## src/rtl/isr_pkg.sv

```systemverilog
package isr_pkg;
  // Status bit positions (shared by raw, mask and masked words)
  localparam int unsigned SRC_RX_UNDER = 0;
  localparam int unsigned SRC_RX_FULL  = 2;
  localparam int unsigned SRC_TX_EMPTY = 4;
  localparam int unsigned SRC_TX_ABORT = 6;
  localparam int unsigned SRC_STOP     = 9;

  // Register byte offsets
  localparam int unsigned OFS_MASKED   = 'h2c;
  localparam int unsigned OFS_MASK     = 'h30;
  localparam int unsigned OFS_RAW      = 'h34;
  localparam int unsigned OFS_RX_THR   = 'h38;
  localparam int unsigned OFS_TX_THR   = 'h3c;
  localparam int unsigned OFS_CLR_ALL  = 'h40;
  localparam int unsigned OFS_CLR_BASE = 'h44;
  localparam int unsigned OFS_ABORT    = 'h80;

  localparam logic [11:0] LEVEL_SRC_MAP = 12'h014;
  localparam logic [11:0] MASK_RESET    = 12'h254;
endpackage

```

## src/rtl/isr_level_cmp.sv

```systemverilog
module isr_level_cmp #(
  parameter int unsigned LVL_W = 5
) (
  input  logic [LVL_W-1:0] rx_level_i,
  input  logic [LVL_W-1:0] tx_level_i,
  input  logic [LVL_W-1:0] rx_thr_i,
  input  logic [LVL_W-1:0] tx_thr_i,
  output logic             rx_full_o,
  output logic             tx_empty_o
);
  always_comb begin
    rx_full_o  = (rx_level_i >  rx_thr_i);
    tx_empty_o = (tx_level_i <= tx_thr_i);
  end
endmodule

```

## src/rtl/isr_latch_bank.sv

```systemverilog
module isr_latch_bank #(
  parameter int unsigned NSRC      = 12,
  parameter logic [NSRC-1:0] LEVEL_MAP = '0
) (
  input  logic            clk,
  input  logic            rst_n,
  input  logic [NSRC-1:0] evt_i,
  input  logic [NSRC-1:0] clr_i,
  output logic [NSRC-1:0] lat_o
);
  for (genvar g = 0; g < NSRC; g++) begin : g_src
    if (LEVEL_MAP[g]) begin : g_level
      // live level sources are formed outside; no storage here
      assign lat_o[g] = 1'b0;
    end else begin : g_sticky
      logic lat_q;
      logic lat_d;
      logic lat_en;

      // a new event wins over a clear in the same cycle
      always_comb begin
        lat_en = evt_i[g] | clr_i[g];
        lat_d  = evt_i[g];
      end

      always_ff @(posedge clk or negedge rst_n) begin
        if (!rst_n)      lat_q <= 1'b0;
        else if (lat_en) lat_q <= lat_d;
      end

      assign lat_o[g] = lat_q;

      a_r5_event_sets: assert property (@(posedge clk) disable iff (!rst_n)
        evt_i[g] |=> lat_q);
      a_r3_clear_drops: assert property (@(posedge clk) disable iff (!rst_n)
        (clr_i[g] && !evt_i[g]) |=> !lat_q);
      a_r1_sticky_hold: assert property (@(posedge clk) disable iff (!rst_n)
        (lat_q && !clr_i[g]) |=> lat_q);
    end
  end
endmodule

```

## src/rtl/isr_abort_hold.sv

```systemverilog
module isr_abort_hold #(
  parameter int unsigned ABRT_W = 13
) (
  input  logic              clk,
  input  logic              rst_n,
  input  logic [ABRT_W-1:0] cause_i,
  input  logic              clr_i,
  output logic [ABRT_W-1:0] cause_o
);
  logic [ABRT_W-1:0] cause_q;
  logic [ABRT_W-1:0] cause_d;
  logic              cause_en;

  always_comb begin
    cause_en = clr_i | (|cause_i);
    cause_d  = clr_i ? cause_i : (cause_q | cause_i);
  end

  always_ff @(posedge clk or negedge rst_n) begin
    if (!rst_n)        cause_q <= '0;
    else if (cause_en) cause_q <= cause_d;
  end

  assign cause_o = cause_q;

  a_r7_abort_kept: assert property (@(posedge clk) disable iff (!rst_n)
    !clr_i |=> ((cause_q & $past(cause_q)) == $past(cause_q)));
  a_r7_abort_cleared: assert property (@(posedge clk) disable iff (!rst_n)
    (clr_i && cause_i == '0) |=> (cause_q == '0));
endmodule

```

## src/rtl/isr_regif.sv

```systemverilog
module isr_regif #(
  parameter int unsigned NSRC      = 12,
  parameter int unsigned ADDR_W    = 8,
  parameter int unsigned DATA_W    = 13,
  parameter int unsigned LVL_W     = 5,
  parameter int unsigned ABRT_W    = 13,
  parameter logic [NSRC-1:0] LEVEL_MAP = '0,
  parameter logic [NSRC-1:0] MASK_RST  = '0
) (
  input  logic              clk,
  input  logic              rst_n,
  input  logic              wr_i,
  input  logic              rd_i,
  input  logic [ADDR_W-1:0] addr_i,
  input  logic [NSRC-1:0]   wdata_i,
  input  logic [NSRC-1:0]   raw_i,
  input  logic [ABRT_W-1:0] abort_i,
  output logic [DATA_W-1:0] rdata_o,
  output logic [NSRC-1:0]   mask_o,
  output logic [NSRC-1:0]   masked_o,
  output logic [LVL_W-1:0]  rx_thr_o,
  output logic [LVL_W-1:0]  tx_thr_o,
  output logic [NSRC-1:0]   clr_o,
  output logic              clr_all_o
);
  import isr_pkg::*;

  localparam logic [ADDR_W-1:0] A_MASKED  = ADDR_W'(OFS_MASKED);
  localparam logic [ADDR_W-1:0] A_MASK    = ADDR_W'(OFS_MASK);
  localparam logic [ADDR_W-1:0] A_RAW     = ADDR_W'(OFS_RAW);
  localparam logic [ADDR_W-1:0] A_RX_THR  = ADDR_W'(OFS_RX_THR);
  localparam logic [ADDR_W-1:0] A_TX_THR  = ADDR_W'(OFS_TX_THR);
  localparam logic [ADDR_W-1:0] A_CLR_ALL = ADDR_W'(OFS_CLR_ALL);
  localparam logic [ADDR_W-1:0] A_ABORT   = ADDR_W'(OFS_ABORT);

  // position of a sticky source among the sticky ones (sets its clear address)
  function automatic int unsigned sticky_rank(int unsigned idx);
    int unsigned n = 0;
    for (int unsigned j = 0; j < idx; j++)
      if (!LEVEL_MAP[j]) n++;
    return n;
  endfunction

  logic [NSRC-1:0]  mask_q, mask_d;
  logic [LVL_W-1:0] rx_thr_q, rx_thr_d;
  logic [LVL_W-1:0] tx_thr_q, tx_thr_d;
  logic             mask_we, rx_thr_we, tx_thr_we;

  always_comb begin
    mask_we   = wr_i && (addr_i == A_MASK);
    rx_thr_we = wr_i && (addr_i == A_RX_THR);
    tx_thr_we = wr_i && (addr_i == A_TX_THR);
    mask_d    = wdata_i;
    rx_thr_d  = wdata_i[LVL_W-1:0];
    tx_thr_d  = wdata_i[LVL_W-1:0];
  end

  always_ff @(posedge clk or negedge rst_n) begin
    if (!rst_n)       mask_q <= MASK_RST;
    else if (mask_we) mask_q <= mask_d;
  end

  always_ff @(posedge clk or negedge rst_n) begin
    if (!rst_n)         rx_thr_q <= '0;
    else if (rx_thr_we) rx_thr_q <= rx_thr_d;
  end

  always_ff @(posedge clk or negedge rst_n) begin
    if (!rst_n)         tx_thr_q <= '0;
    else if (tx_thr_we) tx_thr_q <= tx_thr_d;
  end

  // per-source clear-on-read decode
  for (genvar g = 0; g < NSRC; g++) begin : g_clr
    if (LEVEL_MAP[g]) begin : g_none
      assign clr_o[g] = 1'b0;
    end else begin : g_dec
      localparam logic [ADDR_W-1:0] A_CLR = ADDR_W'(OFS_CLR_BASE + 4 * sticky_rank(g));
      assign clr_o[g] = rd_i && (addr_i == A_CLR);
    end
  end

  assign clr_all_o = rd_i && (addr_i == A_CLR_ALL);

  always_comb begin
    masked_o = raw_i & mask_q;
    case (addr_i)
      A_MASKED: rdata_o = DATA_W'(masked_o);
      A_MASK:   rdata_o = DATA_W'(mask_q);
      A_RAW:    rdata_o = DATA_W'(raw_i);
      A_RX_THR: rdata_o = DATA_W'(rx_thr_q);
      A_TX_THR: rdata_o = DATA_W'(tx_thr_q);
      A_ABORT:  rdata_o = DATA_W'(abort_i);
      default:  rdata_o = '0;
    endcase
  end

  assign mask_o   = mask_q;
  assign rx_thr_o = rx_thr_q;
  assign tx_thr_o = tx_thr_q;

  a_r3_one_clear: assert property (@(posedge clk) disable iff (!rst_n)
    $onehot0(clr_o));
  a_r2_mask_kept: assert property (@(posedge clk) disable iff (!rst_n)
    !wr_i |=> $stable(mask_q));
endmodule

```

## src/rtl/isr_ctrl.sv

```systemverilog
module isr_ctrl #(
  parameter int unsigned NSRC       = 12,
  parameter int unsigned ADDR_W     = 8,
  parameter int unsigned FIFO_DEPTH = 16,
  parameter int unsigned ABRT_W     = 13,
  localparam int unsigned LVL_W     = $clog2(FIFO_DEPTH + 1),
  localparam int unsigned DATA_W    = (NSRC > ABRT_W) ? NSRC : ABRT_W
) (
  input  logic              clk,
  input  logic              rst_n,
  input  logic              reg_wr_i,
  input  logic              reg_rd_i,
  input  logic [ADDR_W-1:0] reg_addr_i,
  input  logic [NSRC-1:0]   reg_wdata_i,
  output logic [DATA_W-1:0] reg_rdata_o,
  input  logic [NSRC-1:0]   evt_i,
  input  logic [LVL_W-1:0]  rx_level_i,
  input  logic [LVL_W-1:0]  tx_level_i,
  input  logic [ABRT_W-1:0] abrt_cause_i,
  output logic              irq_o
);
  import isr_pkg::*;

  localparam logic [NSRC-1:0] LEVEL_MAP = NSRC'(LEVEL_SRC_MAP);
  localparam logic [NSRC-1:0] MASK_RST  = NSRC'(MASK_RESET);

  logic [NSRC-1:0]   lat;
  logic [NSRC-1:0]   raw;
  logic [NSRC-1:0]   mask;
  logic [NSRC-1:0]   masked;
  logic [NSRC-1:0]   clr_src;
  logic [NSRC-1:0]   clr_eff;
  logic              clr_all;
  logic [LVL_W-1:0]  rx_thr, tx_thr;
  logic              rx_full, tx_empty;
  logic [ABRT_W-1:0] abort_word;
  logic              irq_q, irq_d;

  isr_regif #(
    .NSRC(NSRC), .ADDR_W(ADDR_W), .DATA_W(DATA_W), .LVL_W(LVL_W),
    .ABRT_W(ABRT_W), .LEVEL_MAP(LEVEL_MAP), .MASK_RST(MASK_RST)
  ) u_regif (
    .clk(clk), .rst_n(rst_n), .wr_i(reg_wr_i), .rd_i(reg_rd_i),
    .addr_i(reg_addr_i), .wdata_i(reg_wdata_i), .raw_i(raw),
    .abort_i(abort_word), .rdata_o(reg_rdata_o), .mask_o(mask),
    .masked_o(masked), .rx_thr_o(rx_thr), .tx_thr_o(tx_thr),
    .clr_o(clr_src), .clr_all_o(clr_all)
  );

  assign clr_eff = clr_src | {NSRC{clr_all}};

  isr_latch_bank #(.NSRC(NSRC), .LEVEL_MAP(LEVEL_MAP)) u_latch (
    .clk(clk), .rst_n(rst_n), .evt_i(evt_i), .clr_i(clr_eff), .lat_o(lat)
  );

  isr_level_cmp #(.LVL_W(LVL_W)) u_level (
    .rx_level_i(rx_level_i), .tx_level_i(tx_level_i),
    .rx_thr_i(rx_thr), .tx_thr_i(tx_thr),
    .rx_full_o(rx_full), .tx_empty_o(tx_empty)
  );

  isr_abort_hold #(.ABRT_W(ABRT_W)) u_abort (
    .clk(clk), .rst_n(rst_n), .cause_i(abrt_cause_i),
    .clr_i(clr_eff[SRC_TX_ABORT]), .cause_o(abort_word)
  );

  always_comb begin
    raw               = lat;
    raw[SRC_RX_FULL]  = rx_full;
    raw[SRC_TX_EMPTY] = tx_empty;
    irq_d             = |masked;
  end

  always_ff @(posedge clk or negedge rst_n) begin
    if (!rst_n) irq_q <= 1'b0;
    else        irq_q <= irq_d;
  end

  assign irq_o = irq_q;

  a_r8_irq_lag: assert property (@(posedge clk) disable iff (!rst_n)
    rst_n |=> (irq_o == $past(|(raw & mask))));
  a_r6_level_unclearable: assert property (@(posedge clk) disable iff (!rst_n)
    (clr_all && $stable(rx_level_i) && $stable(rx_thr)) |=> $stable(raw[SRC_RX_FULL]));
endmodule

```

## config.mk

```make
export PLATFORM = sky130hd
export DESIGN_NAME = isr_ctrl
export DESIGN_NICKNAME = d
export VERILOG_FILES = /design/src/rtl/isr_pkg.sv /design/src/rtl/isr_level_cmp.sv /design/src/rtl/isr_latch_bank.sv /design/src/rtl/isr_abort_hold.sv /design/src/rtl/isr_regif.sv /design/src/rtl/isr_ctrl.sv
export SDC_FILE = /design/constraint.sdc
export NUM_CORES = 1
export LEC_CHECK = 0
export CAP_MARGIN = 20
export CORE_UTILIZATION = 47
export CTS_CLUSTER_SIZE = 25
export DETAILED_ROUTE_END_ITERATION = 7
export HOLD_SLACK_MARGIN = 0.05
export PLACE_DENSITY = 0.79
export SYNTH_ARGS = -nofsm -noshare
export SYNTH_HDL_FRONTEND = slang
export SYNTH_SLANG_ARGS = --single-unit
```

## constraint.sdc

```tcl
create_clock -name clk -period 2.46 [get_ports clk]
set_clock_uncertainty 0.2 [all_clocks]
set_input_delay 0.492 -clock clk [delete_from_list [all_inputs] [get_ports clk]]
set_output_delay 0.492 -clock clk [all_outputs]
set_load 0.02 [all_outputs]
```

**Yosys cells after proc, flatten, opt, wreduce, memory -nomap -nowiden**

Cells that the tools add are included.

- Bits in registers: 46
- Output and inout bits: 14
- Word-level logic and storage cells: 66

- Magnitude comparators: 2
- Equal/unequal tests: 17
- Muxes and demuxes: 2
- Bitwise logic cells: 14
- Reduce and logical (&&, ||, !) cells: 16

Operators by type and width:

| kind | number |
|---|---|
| 8-bit by 7-bit == test with 1-bit output (second input constant) | 11 |
| 13-bit one-hot mux with 6 select lines | 1 |
| 8-bit by 6-bit == test with 1-bit output (second input constant) | 5 |
| 1-bit logical AND | 14 |
| 13-bit 2-to-1 mux | 1 |
| 13-bit bitwise OR | 1 |
| 13-bit OR reduction | 1 |
| 12-bit bitwise AND | 1 |
| 12-bit bitwise OR | 1 |
| 12-bit OR reduction | 1 |
| 1-bit bitwise OR | 11 |
| 8-bit == test (second input constant) | 1 |
| 5-bit > comparator | 1 |
| 5-bit less-or-equal comparator | 1 |

**Depth between registers and ports, before layout**

- Word-level depth: 4
- Mapped depth: 6
- Depth with buffers taken out: 6

**Modules after synthesis**

Synthesis repeated with hierarchy kept, for this count alone.

- Cell total of the unflattened synthesis: 275
- Area, all modules: 2,857.7 µm²

Modules (own cells, without submodules):

| module | times used | cells an instance | area an instance (µm²) | seq. area each (µm²) |
|---|---|---|---|---|
| isr_regif | 1 | 152 | 1,590.3 | 555.5 |
| isr_latch_bank | 1 | 43 | 456.7 | 250.2 |
| isr_abort_hold | 1 | 28 | 441.7 | 325.3 |
| isr_level_cmp | 1 | 34 | 240.2 | 0.0 |
| isr_ctrl | 1 | 18 | 128.9 | 25.0 |

**Least setup slack after synthesis**

Ideal clock, no wire load.

- Path kind: input to output
- Start point: input port reg_addr_i[5]
- End point: output port reg_rdata_o[2]
- Arrival: 2,107 ps
- Data required time: 1,768 ps
- Slack: -339 ps
- Stages on the path: 4
- Buffers on the path: 1
- Cells stage by stage: buf_4 or3b_4 or4b_4 o31ai_1

- Cells in the longest elaborated chain, start to end: 2
- Elaborated cells on any way between the ends: 7

RTL lines:

| element | RTL line | RTL |
|---|---|---|
| start, declared | isr_ctrl.sv:13 | `input logic [ADDR_W-1:0] reg_addr_i,` |
| 8-bit == test / 8-bit by 6-bit == test with 1-bit output (equally long branches) | isr_regif.sv:87 | `case (addr_i)` |
| 13-bit one-hot mux with 6 select lines (*) | isr_regif.sv:87 |  |
| end, declared | isr_ctrl.sv:15 | `output logic [DATA_W-1:0] reg_rdata_o,` |

Mark *: on every way between the ends. The rest lies on a longest branch, timed or not.

**Worst setup path in the final report**

- Start point: input port reg_addr_i[6]
- End point: output port reg_rdata_o[4]

The elaborated chain is that of the path after synthesis.

==> summary.md <==
| Metric | Value |
|---|---|
| Most common cell after layout, fill and taps aside | `buf_4` |
| Pre-CTS setup slack | `-1.046 ns` |
| Post-synthesis xor/xnor area fraction | `1.017%` |
| DP Wirelength | `5594 um` |
| Endpoints failing setup | `10` |
| Reg area | `0.001156 mm2` |
| Pin count of the biggest net entering global routing | `27` |
| Grt met1 use | `34.01%` |
| Clock-pin slew on the worst setup and hold paths | `0.09 ns` |
| Drt wl/cell | `16.81 um` |
| Distinct cells, synth | `45` |
| Crit start category | `input port` |
| Least-Margin Pin Slew | `0.5124 ns` |
| Mux share of post-synthesis cell area | `11.33%` |
| Crit path max fanout | `3` |
| CP delay by family, top | `simple AND/OR/NAND/NOR gates` |
| Fraction of the mapped netlist area in adder cells | `4.843%` |
| Clk buf depth | `2` |
| Crit path buf inv count | `2` |
| Cell Chain, Critical Path | `buf_8 > or3b_4 > or4b_4 > o31ai_4 > buf_6` |
| Drt first pass iters | `4` |
| LEAKAGE | `1.686 nW` |
| Routability congestion estimate | `0.8518` |
| Area of the multi-input gates | `0.001468 mm2` |
| Htree depth | `2` |
| Port Buffers | `70` |
| Ys Warns | `0` |
| Max-Cap Viols | `0` |
| Nets | `433` |
| Asr flop ratio synth | `100.0%` |
| Slowest CP cell | `or4b_4` |
| Clock latency on the worst-skew pair | `0.31 ns` |
| Hold_ws | `0.2814 ns` |
| Total grt overflow | `0` |
| Post-synthesis register bit count | `46` |
| Power density cells | `429.8 mW/mm2` |
| GR Util met3 | `4.551%` |
| Largest family of logic cells by synthesized area | `compound AO/OA/AOI/OAI gates` |
| DR DRC count | `0` |
| CTS tree | `done` |
| Post-synthesis net count | `316` |
| Post-synth EDFFs | `0` |
| Layout cell share with drive strength beyond 1 | `36.71%` |
| Initial Utilization | `49.64%` |
| Syn Inst Count | `247` |
| Fillers | `345` |
| Fin crit share | `107.7%` |
| Most frequent cells in the layout | `buf_4 (50), dfrtp_1 (42), clkdlybuf4s50_1 (40)` |
| Critical path's largest stage delay | `0.55 ns` |
| Routed WL | `7313 um` |
| Vias in the first global route | `2542` |
| Die X | `76.15 um` |
| Initial antenna violation count | `0` |
| RSZ-0062 raised after global routing | `true` |
| Yosys top cell by area | `dfrtp_1` |
| Synth area leaders | `dfrtp_1 (41%), mux2_2 (11%), a21o_1 (6.4%)` |
| Post-Syn Area | `0.002584 mm2` |
| Die height | `76.15 um` |
| Ports | `73` |
| Std-Cell Core Area | `0.005205 mm2` |
| Busiest layer in global routing | `met2` |
| Outcome | `finished with violations` |
| Post-route setup slack | `-0.1892 ns` |
| Antenna Violating Nets Remaining | `0` |
| Initial DRC Count | `173` |
| Setup crit end kind | `output pin` |
| Fmax achieved | `377.5 MHz` |
| CTS root buffer | `clkbuf_8` |
| Ant diodes | `0` |
| Synth Area in Compound Gates | `20.77%` |
| CP Data Required Time | `1.77 ns` |
| Syn avg cell area | `10.46 um2` |
| Via Count | `2431` |
| Hold crit path type | `flop to flop` |
| CTS Sinks | `46` |
| Final hold violations | `0` |
| Total power | `0.001698 W` |
| Routing usage on met2 | `46.00%` |
| DR vias/cell | `5.589` |
| First-pass GRT wire length | `11990 um` |
| Total GRT Usage | `26.58%` |
| Max Slew Vio Count | `0` |
| Post-synthesis simple-gate area fraction | `12.83%` |
| Peak supply drop | `333.8 uV` |
| Synth-to-layout area growth | `52.88%` |
| Max-slew headroom | `65.84%` |
| TritonCTS Buffers | `5` |
| Fin crit period | `2.649 ns` |
| Row cnt | `26` |
| Die area | `0.005798 mm2` |
| Top_reg_cell synth | `dfrtp_1` |
| Crit path kind | `input port to output pin` |
| Arrival time worst endpoint | `1.96 ns` |
| Failing checks | `setup timing` |
| Share of the synthesized area in the top cell type | `40.68%` |
| TNS Setup | `-0.8125 ns` |
| Register area share after synthesis | `44.75%` |
==> stage by stage <==
stage	instance area [um2]	instances	util, %
finish	3950	435	75.89
global route	3950	435	75.89
CTS	3916	435	75.24
detailed placement	3705	423	71.18
global placement	3705	423	71.18
floorplan	2619	247	-
==> flip-flops by register name, summed over array words and instances (netlist names) <==
register,cells
u_abort.cause_o,13
u_regif.mask_o,12
u_latch.g_src.g_sticky.lat_q,10
u_regif.rx_thr_o,5
u_regif.tx_thr_o,5
irq_o,1
==> Yosys cell counts (all sizes together) (2+ instances only) <==
cell	instances
nor2	9
nand3	7
clkbuf	5
xnor2	3
inv	20
nand2	14
a22oi	15
a21oi	14
o21ai	6
nand3b	2
nand4	3
a32oi	3
and3	2
buf	4
o31ai	2
dfrtp	42
a21o	22
ha	10
nor2b	3
mux2	26
and4bb	2
o22ai	9
nor3	3
dfstp	4
==> cells by family after synthesis <==
| group | Yosys count |
|---|---|
| buffers and inverters | 29 |
| and+or+nand+nor | 55 |
| muxes | 26 |
| xor gates and xnor gates | 3 |
| AOI/OAI and AO/OA | 78 |
| adders and majority gates | 10 |
| DFF | 46 |
==> worst register-to-register path: stages, from the launching register on <==
cell and delay [ns]:
dfrtp_1 0.39, inv_1 0.06, ha_1 0.30, and4_1 0.19, a21oi_1 0.15, o31a_1 0.25
o221ai_1 0.14
==> final timing paths <==
check	from	end	slack, ns	depth (start not counted)
max in group asynchronous	rst_n	u_regif.mask_o[6]	0.99	3
worst max register to register	u_regif.tx_thr_o[1]	irq_o	0.65	6
worst max-delay path	reg_addr_i[6]	reg_rdata_o[4]	-0.19	5
worst min register to register	u_abort.cause_o[12]	u_abort.cause_o[12]	0.28	1
worst min-delay path	u_abort.cause_o[12]	u_abort.cause_o[12]	0.28	1
min in group asynchronous	rst_n	u_regif.mask_o[10]	0.48	2
==> metal layers <==
metal	wire length, um	part of all wire (%)
met1	3126	43
met2	3663	50
met3	384	5.3
met4	138	1.9
met5	0	0
==> report_power, final <==
part           total, W  internal (W)  switching [W]
Combinational  0.000332      0.000187       0.000145
Sequential     0.000800      0.000782      0.0000181
Clock          0.000565      0.000303       0.000262
==> layout make-up <==
class | instances | area share, %
Tap cell | 70 | 2.217
Inverter | 20 | 1.901
Clock inverter | 2 | 0.9503
Multi-Input combinational cell | 172 | 37.16
Timing Repair Buffer | 119 | 26.67
Sequential cell | 46 | 29.27
Clock buffer | 6 | 1.837
==> repair_timing <==
| item | 4_1_cts | 5_1_grt |
|---|---|---|
| setup buffers | 4 | 0 |
| hold buffers | 1 | 0 |
| endpoints found under the setup margin | 13 | 12 |
| resized for setup | 120 | 15 |
| pin swaps | 36 | 10 |
| hold endpoints to repair | 18 | 0 |
| gates cloned | 0 | 0 |
No activity file was read; power rests on OpenSTA's default activity.
